$ cat src/rtl/hmd_pkg.sv
package hmd_pkg;
  localparam int ADDR_W = 16;
  localparam int WORD_W = 16;
  localparam int KEEP_W = 10;
  localparam int SIG_W  = 32;
  localparam int NUM_SIG = 3;

  typedef enum logic [1:0] {
    MDL_AUTO = 2'd0,
    MDL_BASE = 2'd1,
    MDL_MID  = 2'd2,
    MDL_ADV  = 2'd3
  } model_e;

  localparam logic [SIG_W-1:0] SIG_ADV  = 32'hC033_0100;
  localparam logic [SIG_W-1:0] SIG_BASE = 32'h01F9_01FB;
  localparam logic [SIG_W-1:0] SIG_MID  = 32'h01F5_018B;

  localparam logic [SIG_W-1:0] SIG_TAB [NUM_SIG] = '{SIG_ADV, SIG_BASE, SIG_MID};
  localparam model_e           MDL_TAB [NUM_SIG] = '{MDL_ADV, MDL_BASE, MDL_MID};

  function automatic logic [1:0] model_enables(model_e m);
    // bit 1: further-extended, bit 0: extended
    case (m)
      MDL_ADV: return 2'b10;
      MDL_MID: return 2'b01;
      default: return 2'b00;
    endcase
  endfunction
endpackage

$ cat src/rtl/hmd_rst_sync.sv
module hmd_rst_sync #(
  parameter int STAGES = 2
) (
  input  logic clk,
  input  logic rst_n,
  output logic rst_sn
);
  logic [STAGES-1:0] chain_q;

  always_ff @(posedge clk or negedge rst_n) begin
    if (!rst_n) chain_q <= '0;
    else        chain_q <= {chain_q[STAGES-2:0], 1'b1};
  end

  assign rst_sn = chain_q[STAGES-1];
endmodule

$ cat src/rtl/hmd_sig_form.sv
module hmd_sig_form
  import hmd_pkg::*;
#(
  parameter int AW = ADDR_W,
  parameter int WW = WORD_W,
  parameter int KW = KEEP_W,
  parameter int SW = SIG_W
) (
  input  logic [AW-1:0] addr,
  input  logic [WW-1:0] word,
  output logic [SW-1:0] sig
);
  localparam int PAD_W = SW - AW - KW;
  assign sig = {addr, {PAD_W{1'b0}}, word[KW-1:0]};
endmodule

$ cat src/rtl/hmd_sig_match.sv
module hmd_sig_match
  import hmd_pkg::*;
#(
  parameter int N  = NUM_SIG,
  parameter int SW = SIG_W
) (
  input  logic [SW-1:0] sig,
  output logic          hit,
  output model_e        hit_model
);
  logic [N-1:0] hit_vec;

  for (genvar i = 0; i < N; i++) begin : g_cmp
    assign hit_vec[i] = (sig == SIG_TAB[i]);
  end

  always_comb begin
    hit_model = MDL_AUTO;
    for (int i = N - 1; i >= 0; i--) begin
      if (hit_vec[i]) hit_model = MDL_TAB[i];
    end
  end

  assign hit = |hit_vec;
endmodule

$ cat src/rtl/host_model_detect.sv
module host_model_detect
  import hmd_pkg::*;
(
  input  logic              clk,
  input  logic              rst_n,
  input  logic [1:0]        preset_model,
  input  logic              wr_valid,
  input  logic [ADDR_W-1:0] bus_addr,
  input  logic [WORD_W-1:0] bus_word,
  output logic [1:0]        model_o,
  output logic              ext_en,
  output logic              xext_en,
  output logic [SIG_W-1:0]  first_sig
);
  logic             rst_sn;
  logic [SIG_W-1:0] sig;
  logic             hit;
  model_e           hit_model;
  model_e           model_q, model_d, model_eff;
  logic [SIG_W-1:0] sig_q, sig_d;
  logic             det_en;
  logic [1:0]       ens;

  hmd_rst_sync #(.STAGES(2)) u_rst (
    .clk    (clk),
    .rst_n  (rst_n),
    .rst_sn (rst_sn)
  );

  hmd_sig_form u_form (
    .addr (bus_addr),
    .word (bus_word),
    .sig  (sig)
  );

  hmd_sig_match u_match (
    .sig       (sig),
    .hit       (hit),
    .hit_model (hit_model)
  );

  assign model_eff = (model_e'(preset_model) != MDL_AUTO) ? model_e'(preset_model) : model_q;
  assign det_en    = wr_valid && (model_eff == MDL_AUTO);

  always_comb begin
    model_d = model_q;
    sig_d   = sig_q;
    if (det_en) begin
      if (hit) begin
        model_d = hit_model;
        sig_d   = sig;
      end else begin
        sig_d   = '0;
      end
    end
  end

  always_ff @(posedge clk or negedge rst_sn) begin
    if (!rst_sn) begin
      model_q <= MDL_AUTO;
      sig_q   <= '0;
    end else if (det_en) begin
      model_q <= model_d;
      sig_q   <= sig_d;
    end
  end

  assign ens       = model_enables(model_eff);
  assign model_o   = model_eff;
  assign ext_en    = ens[0];
  assign xext_en   = ens[1];
  assign first_sig = sig_q;
endmodule

$ cat config.mk
export PLATFORM = sky130hd
export DESIGN_NAME = host_model_detect
export DESIGN_NICKNAME = d
export VERILOG_FILES = /design/src/rtl/hmd_pkg.sv /design/src/rtl/hmd_rst_sync.sv /design/src/rtl/hmd_sig_form.sv /design/src/rtl/hmd_sig_match.sv /design/src/rtl/host_model_detect.sv
export SDC_FILE = /design/constraint.sdc
export NUM_CORES = 1
export LEC_CHECK = 0
export BUFFER_PORTS_ARGS = -buffer_cell sky130_fd_sc_hd__buf_2
export CAP_MARGIN = 20
export CORE_MARGIN = 2
export CORE_UTILIZATION = 46
export CTS_CLUSTER_SIZE = 16
export DETAILED_ROUTE_END_ITERATION = 16
export PLACE_DENSITY_LB_ADDON = 0.12
export SLEW_MARGIN = 15
export SYNTH_ARGS = -nofsm -noshare
export SYNTH_HDL_FRONTEND = slang
export SYNTH_SLANG_ARGS = --single-unit
$ cat constraint.sdc
create_clock -name clk -period 3.4 [get_ports clk]
set_clock_uncertainty 0.2 [all_clocks]
set_input_delay 0.68 -clock clk [delete_from_list [all_inputs] [get_ports clk]]
set_output_delay 0.68 -clock clk [all_outputs]
set_load 0.05 [all_outputs]
Yosys cells after proc, flatten, opt, wreduce, memory -nomap -nowiden
Cells that the tools add are included.
{"block": "totals", "input_bits": 37, "elab_cells": 19, "ff_bits": 36, "output_inout_bits": 36}
{"block": "op_classes", "eq_ne": 5, "reduce_logical": 5, "n_mux": 6}
{"operator": "== test 26 x 19 -> 1 bit (second input constant)", "n": 2}
{"operator": "two-way mux 32 bit", "n": 1}
{"operator": "== test 26 bit (second input constant)", "n": 1}
{"operator": "two-way mux 2 bit", "n": 4}
{"operator": "== test 2 bit (second input constant)", "n": 2}
{"operator": "case mux 2 bit (2 select lines)", "n": 1}
{"operator": "OR reduction 3 bit", "n": 1}
{"operator": "zero test 2 bit", "n": 1}
{"operator": "AND reduction 2 bit", "n": 1}
{"operator": "nonzero test 2 bit", "n": 1}
{"operator": "logical AND 1 bit", "n": 1}

Longest topological paths before layout
Gate-level depths: netlist (run 1).
{"block": "depth", "word_depth": 5, "depth_mapped": 6, "depth_no_buf": 4}

Modules after synthesis
A second synthesis (run 1) with hierarchy kept.
{"block": "hier_totals", "cells_unflattened": 211, "hier_area_um2": 2055.7}
{"module": "host_model_detect", "area_per_inst_um2": 1561.5, "n_inst": 1, "cells_each": 150, "seq_area_each_um2": 850.8}
{"module": "hmd_sig_form", "area_per_inst_um2": 244.0, "n_inst": 1, "cells_each": 33, "seq_area_each_um2": 0.0}
{"module": "hmd_sig_match", "area_per_inst_um2": 196.4, "n_inst": 1, "cells_each": 25, "seq_area_each_um2": 0.0}
{"module": "hmd_rst_sync", "area_per_inst_um2": 53.8, "n_inst": 1, "cells_each": 3, "seq_area_each_um2": 50.0}

Worst setup path before layout (run 1)
Ideal clock, no wire load.
{"block": "synth_path", "path_kind": "input -> output", "from": "input preset_model[1]", "to": "output ext_en", "path_buffers": 0, "cell_stages": 2, "t_required_ns": 2.520, "t_arrival_ns": 2.445, "setup_slack_ns": 0.075, "path_cell_list": "o21ai_0 -> nor2_1"}
{"block": "synth_via", "elab_chain_len": 4, "elab_cells_between_ends": 5}
{"element": "from (decl)", "line": "host_model_detect.sv:6", "rtl": "input logic [1:0] preset_model,"}
{"element": "nonzero test 2 bit", "line": "host_model_detect.sv:42", "rtl": "assign model_eff = (model_e'(preset_model) != MDL_AUTO) ? model_e'(preset_model) : model_q;"}
{"element": "two-way mux 2 bit *", "line": "host_model_detect.sv:42"}
{"element": "== test 2 bit", "line": "hmd_pkg.sv:24", "rtl": "case (m)"}
{"element": "case mux 2 bit (2 select lines) *", "line": "hmd_pkg.sv:24"}
{"element": "to (decl)", "line": "host_model_detect.sv:11", "rtl": "output logic ext_en,"}
Every way passes the cells marked *; elsewhere a longest branch is shown, timed or not.

Worst setup path after layout (run 1)
{"block": "layout_path", "from": "input preset_model[1]", "to": "output xext_en"}
{"block": "layout_via", "elab_chain_len": 4, "elab_cells_between_ends": 5}
{"element": "nonzero test 2 bit", "line": "host_model_detect.sv:42"}
{"element": "two-way mux 2 bit *", "line": "host_model_detect.sv:42"}
{"element": "== test 2 bit", "line": "hmd_pkg.sv:24"}
{"element": "case mux 2 bit (2 select lines) *", "line": "hmd_pkg.sv:24"}
{"element": "to (decl)", "line": "host_model_detect.sv:12", "rtl": "output logic xext_en,"}
Marks and branches as above.

==> run summary, run 1 <==
synth top area cells: dfrtp_1 57%, a21o_1 6.3%, nor4_4 4.8%
CTS tree: yes
Port Buf Inserts: 60
# nets final: 215
worst min path class: reg -> async
pwr dens: 452 mW/mm^2
startpoint types: primary input
worst-case vdd ir drop: 0.000383 V
die span in y: 57.6 um
prevailing post-synth register cell: dfrtp_1
Setup WS pre-CTS: 1.04 ns
area leader, netlist: dfrtp_1
Setup crit end kind: output pin
fmax: 423 MHz
status: complete, no violations
Max Cap Viol: 0
setup TNS: 0 ns
FF-to-FF setup slack: 1.54 ns
GP Congestion: 0.759
Data arrival, critical path: 1.48 ns
antenna diode count: 0
htree depth: 2
Seq/Total Area, Yosys: 56.9%
drt total wl: 2.65 mm
worst r2r src: model_q[0]
dpl hpwl: 2.01 mm
vias: 1071
Final min period: 2.36 ns
die area: 0.00331 sq mm
synthesized cell area: 0.00132 sq mm
initial detailed-routing violation count: 25
Clk Latency, worst-skew pair: 0.32 ns
initial antenna violation count: 0
Final Hold Violating Endpoints: 0
DIE WIDTH: 57.6 um
Layout fillers: 246
Area growth syn-to-layout: 32.4%
Finished Layout Cells: 210
gr ovfl total: 0
largest net degree at the start of global routing: 31
IO Pins: 73
syn_area_per_cell: 11.7 sq um
final period utilization: 69.5%
CTS sink count: 30
CTS max path bufs: 2
Final Cell Area: 0.00175 sq mm
Overall Global Routing Usage: 17.9%
vias in the first global route: 1106
post-synthesis cell type count: 26
Mapped Cells: 113
Async S/R FF share, synth: 100%
Initial DRT Pass Iterations: 4
WL per Instance: 12.6 um
final setup violation count: 0
RSZ-0062 raised after global routing: false
placed cell areas: 0.00163 sq mm
clk slew on worst S/H paths: 0.09 ns
Worst Tran Pin Value: 0.577 ns
CTS resizes: 0
crit path max fanout: 3
post-route DRC violation count: 0
first-pass GRT wire length: 4.60 mm
Post-synth EDFFs: 0
share of layout cells above drive strength 1: 43.6%
Reg-to-Reg End: first_sig[3]
CTS Buf Count: 5
worst setup margin: 1.04 ns
Cell Rows: 19
vias per cell: 5.10
required time worst endpoint: 2.52 ns
Final ANT Viol Nets: 0
Clock Root Buffer: clkbuf_4
starting density of the core: 48.3%
core footprint: 0.00273 sq mm
Yosys reg bits: 30
crit path kind: in -> out
total power: 789 uW
Synth top area share: 56.9%
Placed Cells: 201
leakage power: 1.04 nW
Reg2Reg Depth: 5
final max-slew violation count: 0
synth warn: 0
slew margin rel.: 61.6%
per-stage QoR:
step	util, %	hold WS (ns)
floorplan	-	0.131
global placement	59.5	0.134
detailed placement	59.5	0.150
CTS	63.9	0.169
global route	63.9	0.141
finish	63.9	0.0731
worst max-delay path, stage by stage:
cell and delay [ns]:
buf_2 0.12, o21ai_0 0.26, and2_1 0.16, buf_2 0.25
report_power, final:
| part | leakage [nW] | total (mW) | switching (mW) | internal [mW] |
|---|---|---|---|---|
| registers | 0.408 | 0.364 | 0.00605 | 0.358 |
| logic | 0.569 | 0.0586 | 0.0386 | 0.0199 |
| clock network | 0.0585 | 0.367 | 0.118 | 0.249 |
state kept, by name (all words and copies together) (netlist names):
| signal | flops |
|---|---|
| first_sig | 26 |
| model_q | 2 |
| u_rst.chain_q | 2 |
layout make-up:
| class | count | area [sq um] | area share (%) |
|---|---|---|---|
| clock buffer | 6 | 51.3 | 2.93 |
| timing repair buffer | 62 | 318 | 18.2 |
| clock inverter | 2 | 60.1 | 3.44 |
| sequential | 30 | 752 | 43.0 |
| inverter | 4 | 15.0 | 0.859 |
| multi-input combinational | 75 | 513 | 29.3 |
| tap | 31 | 38.8 | 2.22 |
worst max path at each step:
stage / from / end / slack, ns / depth (start not counted)
after floorplan: preset_model[1] / ext_en / 0.07 / 2
final: preset_model[1] / xext_en / 1.04 / 4
after CTS: preset_model[1] / xext_en / 1.04 / 4
after detailed placement: preset_model[1] / xext_en / 1.04 / 4
after global placement: preset_model[1] / xext_en / 1.07 / 4
after global routing: model_q[0] / xext_en / 0.92 / 4
kinds of logic after synthesis:
| kind of cell | after synthesis | synth area share [%] |
|---|---|---|
| AOI/OAI and AO/OA | 27 | 13.1 |
| and+or+nand+nor | 41 | 23.8 |
| DFF | 30 | 56.9 |
| other | 2 | 0.569 |
| buffers and inverters | 13 | 5.69 |
timing repair:
item / 4_1_cts / 5_1_grt
buffers inserted: 0 / 0
hold buffers: 1 / 0
hold endpoints to repair: 2 / 0
endpoints found under the setup margin: 0 / 0
Yosys cell counts, types with 3 or more instances:
cell type / count
dfrtp_1: 30
nand2_1: 12
a21o_1: 11
and2_1: 9
o21ai_0: 7
buf_4: 6
inv_1: 4
o21ai_1: 4
and4b_1: 3
buf_2: 3
nand4_1: 3
nor4_4: 3
metal layers:
metal	track usage (%)	vias to the layer above	share of wire (%)	wire, um
li1	-	510	-	-
met1	21.2	511	39	1030
met2	29.7	41	52	1370
met3	5.22	9	7.5	199
met4	8.31	0	1.9	51
met5	0	-	0	0
placed cells by master (no fill, tap or decap), types with 2 or more instances in the layout:
master and instances:
a21o_1 11, and2_1 9, and4b_1 3, buf_2 60
bufinv_16 2, clkbuf_4 5, conb_1 7, dfrtp_1 29
inv_1 4, nand2_1 12, nand4_1 3, nor2_1 2
nor3_2 2, nor4_4 3, o21a_1 2, o21ai_0 7
o21ai_1 4
Power figures use the tool's default switching activity.
==> inputs of run 2 (changes only) <==
--- a/config.mk
+++ b/config.mk
@@ -5,10 +5,11 @@
 export SDC_FILE = /design/constraint.sdc
 export NUM_CORES = 1
 export LEC_CHECK = 0
+export ABC_AREA = 1
 export BUFFER_PORTS_ARGS = -buffer_cell sky130_fd_sc_hd__buf_2
 export CAP_MARGIN = 20
 export CORE_MARGIN = 2
-export CORE_UTILIZATION = 46
+export CORE_UTILIZATION = 44
 export CTS_CLUSTER_SIZE = 16
 export DETAILED_ROUTE_END_ITERATION = 16
 export PLACE_DENSITY_LB_ADDON = 0.12
==> constraint.sdc (replaced) <==
create_clock -name clk -period 2.3 [get_ports clk]
set_clock_uncertainty 0.2 [all_clocks]
set_input_delay 0.46 -clock clk [delete_from_list [all_inputs] [get_ports clk]]
set_output_delay 0.46 -clock clk [all_outputs]
set_load 0.05 [all_outputs]
==> run summary, run 2 <==
status: complete, no violations (unchanged)
Largest stage delay, worst path: 0.37 ns (was 0.26 ns)
worst min path class: reg -> async (unchanged)
FF-to-FF setup slack: 0.70 ns (was 1.54 ns)
Async S/R FF share, synth: 100% (unchanged)
Synth Area in Simple Gates: 34.3% (was 23.8%)
Seq/Total Area, Yosys: 53.1% (was 56.9%)
RSZ-0062 raised after global routing: false (unchanged)
worst-case vdd ir drop: 0.000376 V (was 0.000383 V)
main combinational cell family by area after synthesis: simple AND/OR/NAND/NOR gates (unchanged)
Clk Latency, worst-skew pair: 0.31 ns (was 0.32 ns)
leakage power: 1.17 nW (was 1.04 nW)
Layout fillers: 294 (was 246)
crit path launch: model_q[0] (was preset_model[1])
Util after Layout: 59.9% (was 63.9%)
Finished Layout Cells: 298 (was 210)
dpl hpwl: 2.05 mm (was 2.01 mm)
CTS sink count: 30 (unchanged)
antenna diode count: 0 (unchanged)
WL per Instance: 8.95 um (was 12.6 um)
Reg-to-Reg End: first_sig[6] (was first_sig[3])
final max-slew violation count: 0 (unchanged)
initial detailed-routing violation count: 22 (was 25)
drt total wl: 2.67 mm (was 2.65 mm)
IO Pins: 73 (unchanged)
CTS resizes: 0 (unchanged)
fmax: 510 MHz
synthesized cell area: 0.00141 sq mm (was 0.00132 sq mm)
die span in y: 60.7 um (was 57.6 um)
clk slew on worst S/H paths: 0.09 ns (about the same)
Mapped Cells: 187 (was 113)
core footprint: 0.00305 sq mm (was 0.00273 sq mm)
syn_area_per_cell: 7.55 sq um (was 11.7 sq um)
final setup violation count: 0 (unchanged)
gr ovfl total: 0 (unchanged)
Clock Root Buffer: clkbuf_4 (unchanged)
number of flip-flops in the largest register: 26 (unchanged)
Overall Global Routing Usage: 16.7% (was 17.9%)
# nets final: 290 (was 215)
Area growth syn-to-layout: 29.5% (was 32.4%)
vias per cell: 4.18 (was 5.10)
die area: 0.00368 sq mm (was 0.00331 sq mm)
post-CTS setup buffers: 0 (unchanged)
Yosys reg bits: 30 (unchanged)
Port Buf Inserts: 60 (unchanged)
hold_buf cts: 1 (unchanged)
worst r2r src: model_q[1] (was model_q[0])
starting density of the core: 46.3% (was 48.3%)
synth warn: 0 (unchanged)
Cell Rows: 20 (was 19)
Initial DRT Pass Iterations: 4 (unchanged)
largest net degree at the start of global routing: 29 (was 31)
DIE WIDTH: 60.7 um (was 57.6 um)
crit path max fanout: 3 (unchanged)
CTS tree: yes (unchanged)
vias: 1245 (was 1071)
Setup crit end kind: output pin (unchanged)
Final min period: 1.96 ns
share of layout cells above drive strength 1: 30.3% (was 43.6%)
Placed Cells: 289 (was 201)
Synth top area share: 53.1% (was 56.9%)
Data arrival, critical path: 1.30 ns (was 1.48 ns)
CTS Buf Count: 5 (unchanged)
post-route DRC violation count: 0 (unchanged)
Post-synth EDFFs: 0 (unchanged)
Reg2Reg Depth: 7 (was 5)
GP Congestion: 0.707 (was 0.759)
Worst path slowest cell: dfrtp_1 (was o21ai_0)
setup TNS: 0 ns (unchanged)
area leader, netlist: dfrtp_1 (unchanged)
first-pass GRT wire length: 4.57 mm (was 4.60 mm)
final period utilization: 85.2%
startpoint types: flip-flop (was primary input)
vias in the first global route: 1103 (was 1106)
fraction of synthesized area in multiplexers: 0% (unchanged)
leading cell type in the layout, fill and taps excluded: nand2_1 (was buf_2)
crit path kind: reg -> out (was in -> out)
most frequent CP cell: nor2_1 (was buf_2)
htree depth: 2 (unchanged)
post-synthesis cell type count: 16 (was 26)
CTS max path bufs: 2 (unchanged)
Synth Area in Compound Gates: 0.354% (was 13.1%)
most frequent cell after synthesis: nand2_1 (was dfrtp_1)
Crit path max-delay family: buffers and inverters (unchanged)
required time worst endpoint: 1.64 ns (was 2.52 ns)
pwr dens: 648 mW/mm^2 (was 452 mW/mm^2)
Cell Chain, Critical Path: inv_1, nor2_1, nor2_1, inv_1, nor2_1, buf_2 (was buf_2, o21ai_0, and2_1, buf_2)
most frequent cells after synthesis: 73 x nand2_1, 33 x nor2_1, 30 x dfrtp_1 (was 30 x dfrtp_1, 12 x nand2_1, 11 x a21o_1)
most frequent cells in the layout: 73 x nand2_1, 60 x buf_2, 33 x nor2_1 (was 60 x buf_2, 29 x dfrtp_1, 12 x nand2_1)
prevailing post-synth register cell: dfrtp_1 (unchanged)
synth top area cells: dfrtp_1 53%, nand2_1 19%, nor2_1 8.8% (was dfrtp_1 57%, a21o_1 6.3%, nor4_4 4.8%)
WP buf/inv: 3 (was 2)
post-synthesis adder-cell area fraction: 0% (unchanged)
Max Cap Viol: 0 (unchanged)
xor/xnor cell area share of the yosys netlist: 0% (unchanged)
Final ANT Viol Nets: 0 (unchanged)
Final Hold Violating Endpoints: 0 (unchanged)
initial antenna violation count: 0 (unchanged)
-- run 2: changes by cell type in the layout (fill, tap and decap cells not counted), moves of 4 or more --
cell | before | now
a21o_1 | 11 | 0
nand2_1 | 12 | 73
nand3_1 | 0 | 4
o21ai_1 | 4 | 0
inv_1 | 4 | 27
nor2_1 | 2 | 33
o21ai_0 | 7 | 1
and2_1 | 9 | 0
-- run 2: per-layer routing --
layer	routed length (um)	track usage, %	vias to the layer above
met5	0	0	-
met4	25	5.59	0
met3	159	4.90	4
met2	1170	26.1	36
met1	1310	22.3	540
li1	-	-	665
-- run 2: how the worst max path moves through the flow --
stage | endpoint | slack, ns | cells past startpoint
after floorplan | ext_en | 0.09 | 4
after global placement | xext_en | 0.52 | 7
after detailed placement | xext_en | 0.52 | 7
after CTS | ext_en | 0.31 | 6
after global routing | ext_en | 0.19 | 6
final | ext_en | 0.34 | 6
-- run 2: through the flow --
| step | hold WS, ns | setup slack, ns | power, mW | cell area [sq um] |
|---|---|---|---|---|
| final | 0.0342 | 0.340 | 1.19 | 1830 |
| after CTS | 0.0524 | 0.309 | 1.20 | 1830 |
| after global routing | 0.0886 | 0.185 | 1.25 | 1830 |
| after global placement | 0.0459 | 0.520 | 0.800 | 1740 |
| after floorplan | -0.0356 | 0.0890 | 0.743 | 1430 |
| after detailed placement | 0.0459 | 0.515 | 0.802 | 1740 |
-- run 2: cell families (layout without fill, tap and decap cells) --
group / after synthesis / count (layout)
other cells: 2 / 7
simple gates: 117 / 117
buf+inv: 37 / 99
compound gates: 1 / 1
flops: 30 / 30
-- run 2: cell type report --
type	count	area, sq um	share of cell area, %
multi-input cells	125	515	28.2
clock inverters	3	40.0	2.19
flip-flops and latches	30	751	41.0
inverters	28	105	5.75
repair buffers	63	325	17.8
well taps	44	55.1	3.01
clock buffers	5	37.5	2.05
-- run 2: worst reg2reg max path, cell delays in order (launching register included) --
cell	delay (ns)
dfrtp_1	0.37
inv_1	0.07
nor2_1	0.04
nor2_1	0.15
nand3_1	0.14
inv_2	0.24
nand3_1	0.23
nand2_1	0.12
-- run 2: report_power, final --
group	leakage (nW)	total [mW]	internal, mW	switching, mW
Combinational	0.731	0.230	0.0570	0.173
Sequential	0.397	0.560	0.550	0.0102
Clock	0.0450	0.395	0.225	0.170
==> inputs of run 3 (changes only) <==
--- a/config.mk
+++ b/config.mk
@@ -10,9 +10,8 @@
 export CAP_MARGIN = 20
 export CORE_MARGIN = 2
 export CORE_UTILIZATION = 44
-export CTS_CLUSTER_SIZE = 16
 export DETAILED_ROUTE_END_ITERATION = 16
-export PLACE_DENSITY_LB_ADDON = 0.12
+export PLACE_DENSITY = 0.79
 export SLEW_MARGIN = 15
 export SYNTH_ARGS = -nofsm -noshare
 export SYNTH_HDL_FRONTEND = slang
==> run summary, run 3 (same netlist as run 2, synthesis figures left out) <==
status: complete, no violations (unchanged)
Reg power frac: 50.3% (was 47.3%)
Final Hold Violating Endpoints: 0 (unchanged)
worst r2r src: model_q[1] (unchanged)
RSZ-0062 raised after global routing: false (unchanged)
Clk Latency, worst-skew pair: 0.33 ns (was 0.31 ns)
pwr dens: 615 mW/mm^2 (was 648 mW/mm^2)
GP Congestion: 0.713 (was 0.707)
vias: 1264 (was 1245)
IO Pins: 73 (unchanged)
largest net degree at the start of global routing: 29 (unchanged)
post-route DRC violation count: 0 (unchanged)
Layout fillers: 309 (was 294)
Data arrival, critical path: 1.35 ns (was 1.30 ns)
# nets final: 290 (unchanged)
Final ANT Viol Nets: 0 (unchanged)
die span in y: 60.7 um (unchanged)
startpoint types: flip-flop (unchanged)
initial detailed-routing violation count: 25 (was 22)
die area: 0.00368 sq mm (unchanged)
drt total wl: 2.72 mm (was 2.67 mm)
most frequent cells in the layout: 73 x nand2_1, 60 x buf_2, 33 x nor2_1 (unchanged)
Psw: 359 uW (was 353 uW)
crit path kind: reg -> out (unchanged)
htree depth: 2 (unchanged)
leading cell type in the layout, fill and taps excluded: nand2_1 (unchanged)
final setup violation count: 0 (unchanged)
starting density of the core: 46.3% (unchanged)
Initial DRT Pass Iterations: 6 (was 4)
share of layout cells above drive strength 1: 29.9% (was 30.3%)
Reg-to-Reg End: first_sig[4] (was first_sig[6])
Net Sw Frac: 32.2% (was 29.8%)
FF-to-FF setup slack: 0.71 ns (was 0.70 ns)
hold slack: 0.0359 ns (was 0.0342 ns)
Cell Rows: 20 (unchanged)
CTS max path bufs: 2 (unchanged)
CTS sink count: 30 (unchanged)
hold_buf cts: 1 (unchanged)
Area growth syn-to-layout: 28.3% (was 29.5%)
clk slew on worst S/H paths: 0.09 ns (about the same)
required time worst endpoint: 1.64 ns (about the same)
fmax: 499 MHz (was 510 MHz)
internal power: 755 uW (was 832 uW)
Util after Layout: 59.3% (was 59.9%)
CTS tree: yes (unchanged)
DIE WIDTH: 60.7 um (unchanged)
setup TNS: 0 ns (unchanged)
vias per cell: 4.24 (was 4.18)
Max Cap Viol: 0 (unchanged)
Final Cell Area: 0.00181 sq mm (was 0.00183 sq mm)
Final min period: 2.01 ns (was 1.96 ns)
CTS Buf Count: 5 (unchanged)
Setup crit end kind: output pin (unchanged)
worst min path class: reg -> async (unchanged)
vias in the first global route: 1094 (was 1103)
post-CTS setup buffers: 0 (unchanged)
initial antenna violation count: 0 (unchanged)
Clk network pwr share: 28.9% (was 33.3%)
total power: 1.11 mW (was 1.19 mW)
combinational cell fraction of total power: 20.8% (was 19.4%)
Clock Root Buffer: clkbuf_4 (unchanged)
worst setup margin: 0.294 ns (was 0.340 ns)
first-pass GRT wire length: 4.46 mm (was 4.57 mm)
final max-slew violation count: 0 (unchanged)
number of flip-flops in the largest register: 26 (unchanged)
dpl hpwl: 2.12 mm (was 2.05 mm)
placed cell areas: 0.00174 sq mm (unchanged)
core footprint: 0.00305 sq mm (unchanged)
final period utilization: 87.2% (was 85.2%)
leakage power: 1.16 nW (was 1.17 nW)
antenna diode count: 0 (unchanged)
crit path max fanout: 3 (unchanged)
Reg2Reg Depth: 7 (unchanged)
WL per Instance: 9.11 um (was 8.95 um)
Placed Cells: 289 (unchanged)
CTS resizes: 0 (unchanged)
worst-case vdd ir drop: 0.000415 V (was 0.000376 V)
Setup WS pre-CTS: 0.501 ns (was 0.515 ns)
Port Buf Inserts: 60 (unchanged)
Finished Layout Cells: 298 (unchanged)
Overall Global Routing Usage: 16.7% (about the same)
gr ovfl total: 0 (unchanged)
==> run 3: changes by cell type in the layout (fill, tap and decap cells not counted) <==
cell / change
clkbuf_8: +1
bufinv_16: -1
clkbuf_1: +1
clkinv_2: -1
==> run 3: how the worst max path moves through the flow <==
stage	from	endpoint	slack [ns]	cells after the start
3_3_place_gp	preset_model[1]	xext_en	0.53	7
3_5_place_dp	preset_model[1]	xext_en	0.50	7
6_report	model_q[0]	ext_en	0.29	6
5_1_grt	model_q[1]	xext_en	0.20	7
2_1_floorplan	preset_model[1]	ext_en	0.09	4
4_1_cts	model_q[0]	ext_en	0.28	6
==> run 3: metal layers <==
| metal | wire [um] | track usage [%] | vias to the layer above |
|---|---|---|---|
| met5 | 0 | 0 | - |
| met4 | 36 | 4.66 | 0 |
| met3 | 204 | 7.04 | 5 |
| met2 | 1280 | 26.3 | 41 |
| met1 | 1190 | 21.4 | 556 |
| li1 | - | - | 662 |
==> run 3: layout make-up <==
type	count	area, sq um	area share (%)
multi-input combinational	125	515	28.5
clock buffer	7	55.1	3.04
sequential	30	751	41.4
clock inverter	1	5.00	0.276
inverter	28	105	5.80
tap	44	55.1	3.04
timing repair buffer	63	325	18.0
==> run 3: power by group through the flow <==
| stage | Combinational (mW) | Clock, mW | Sequential [mW] |
|---|---|---|---|
| floorplan | 0.0874 | 0 | 0.656 |
| global placement | 0.229 | 0 | 0.570 |
| detailed placement | 0.232 | 0 | 0.572 |
| CTS | 0.234 | 0.331 | 0.561 |
| global route | 0.255 | 0.353 | 0.564 |
| finish | 0.231 | 0.322 | 0.561 |
==> run 3: worst max-delay path, stage by stage, from the launching register on <==
cell     delay [ns]
dfrtp_1        0.38
inv_1          0.08
nor2_1         0.04
nor2_1         0.11
inv_1          0.08
nor2_1         0.08
buf_2          0.26
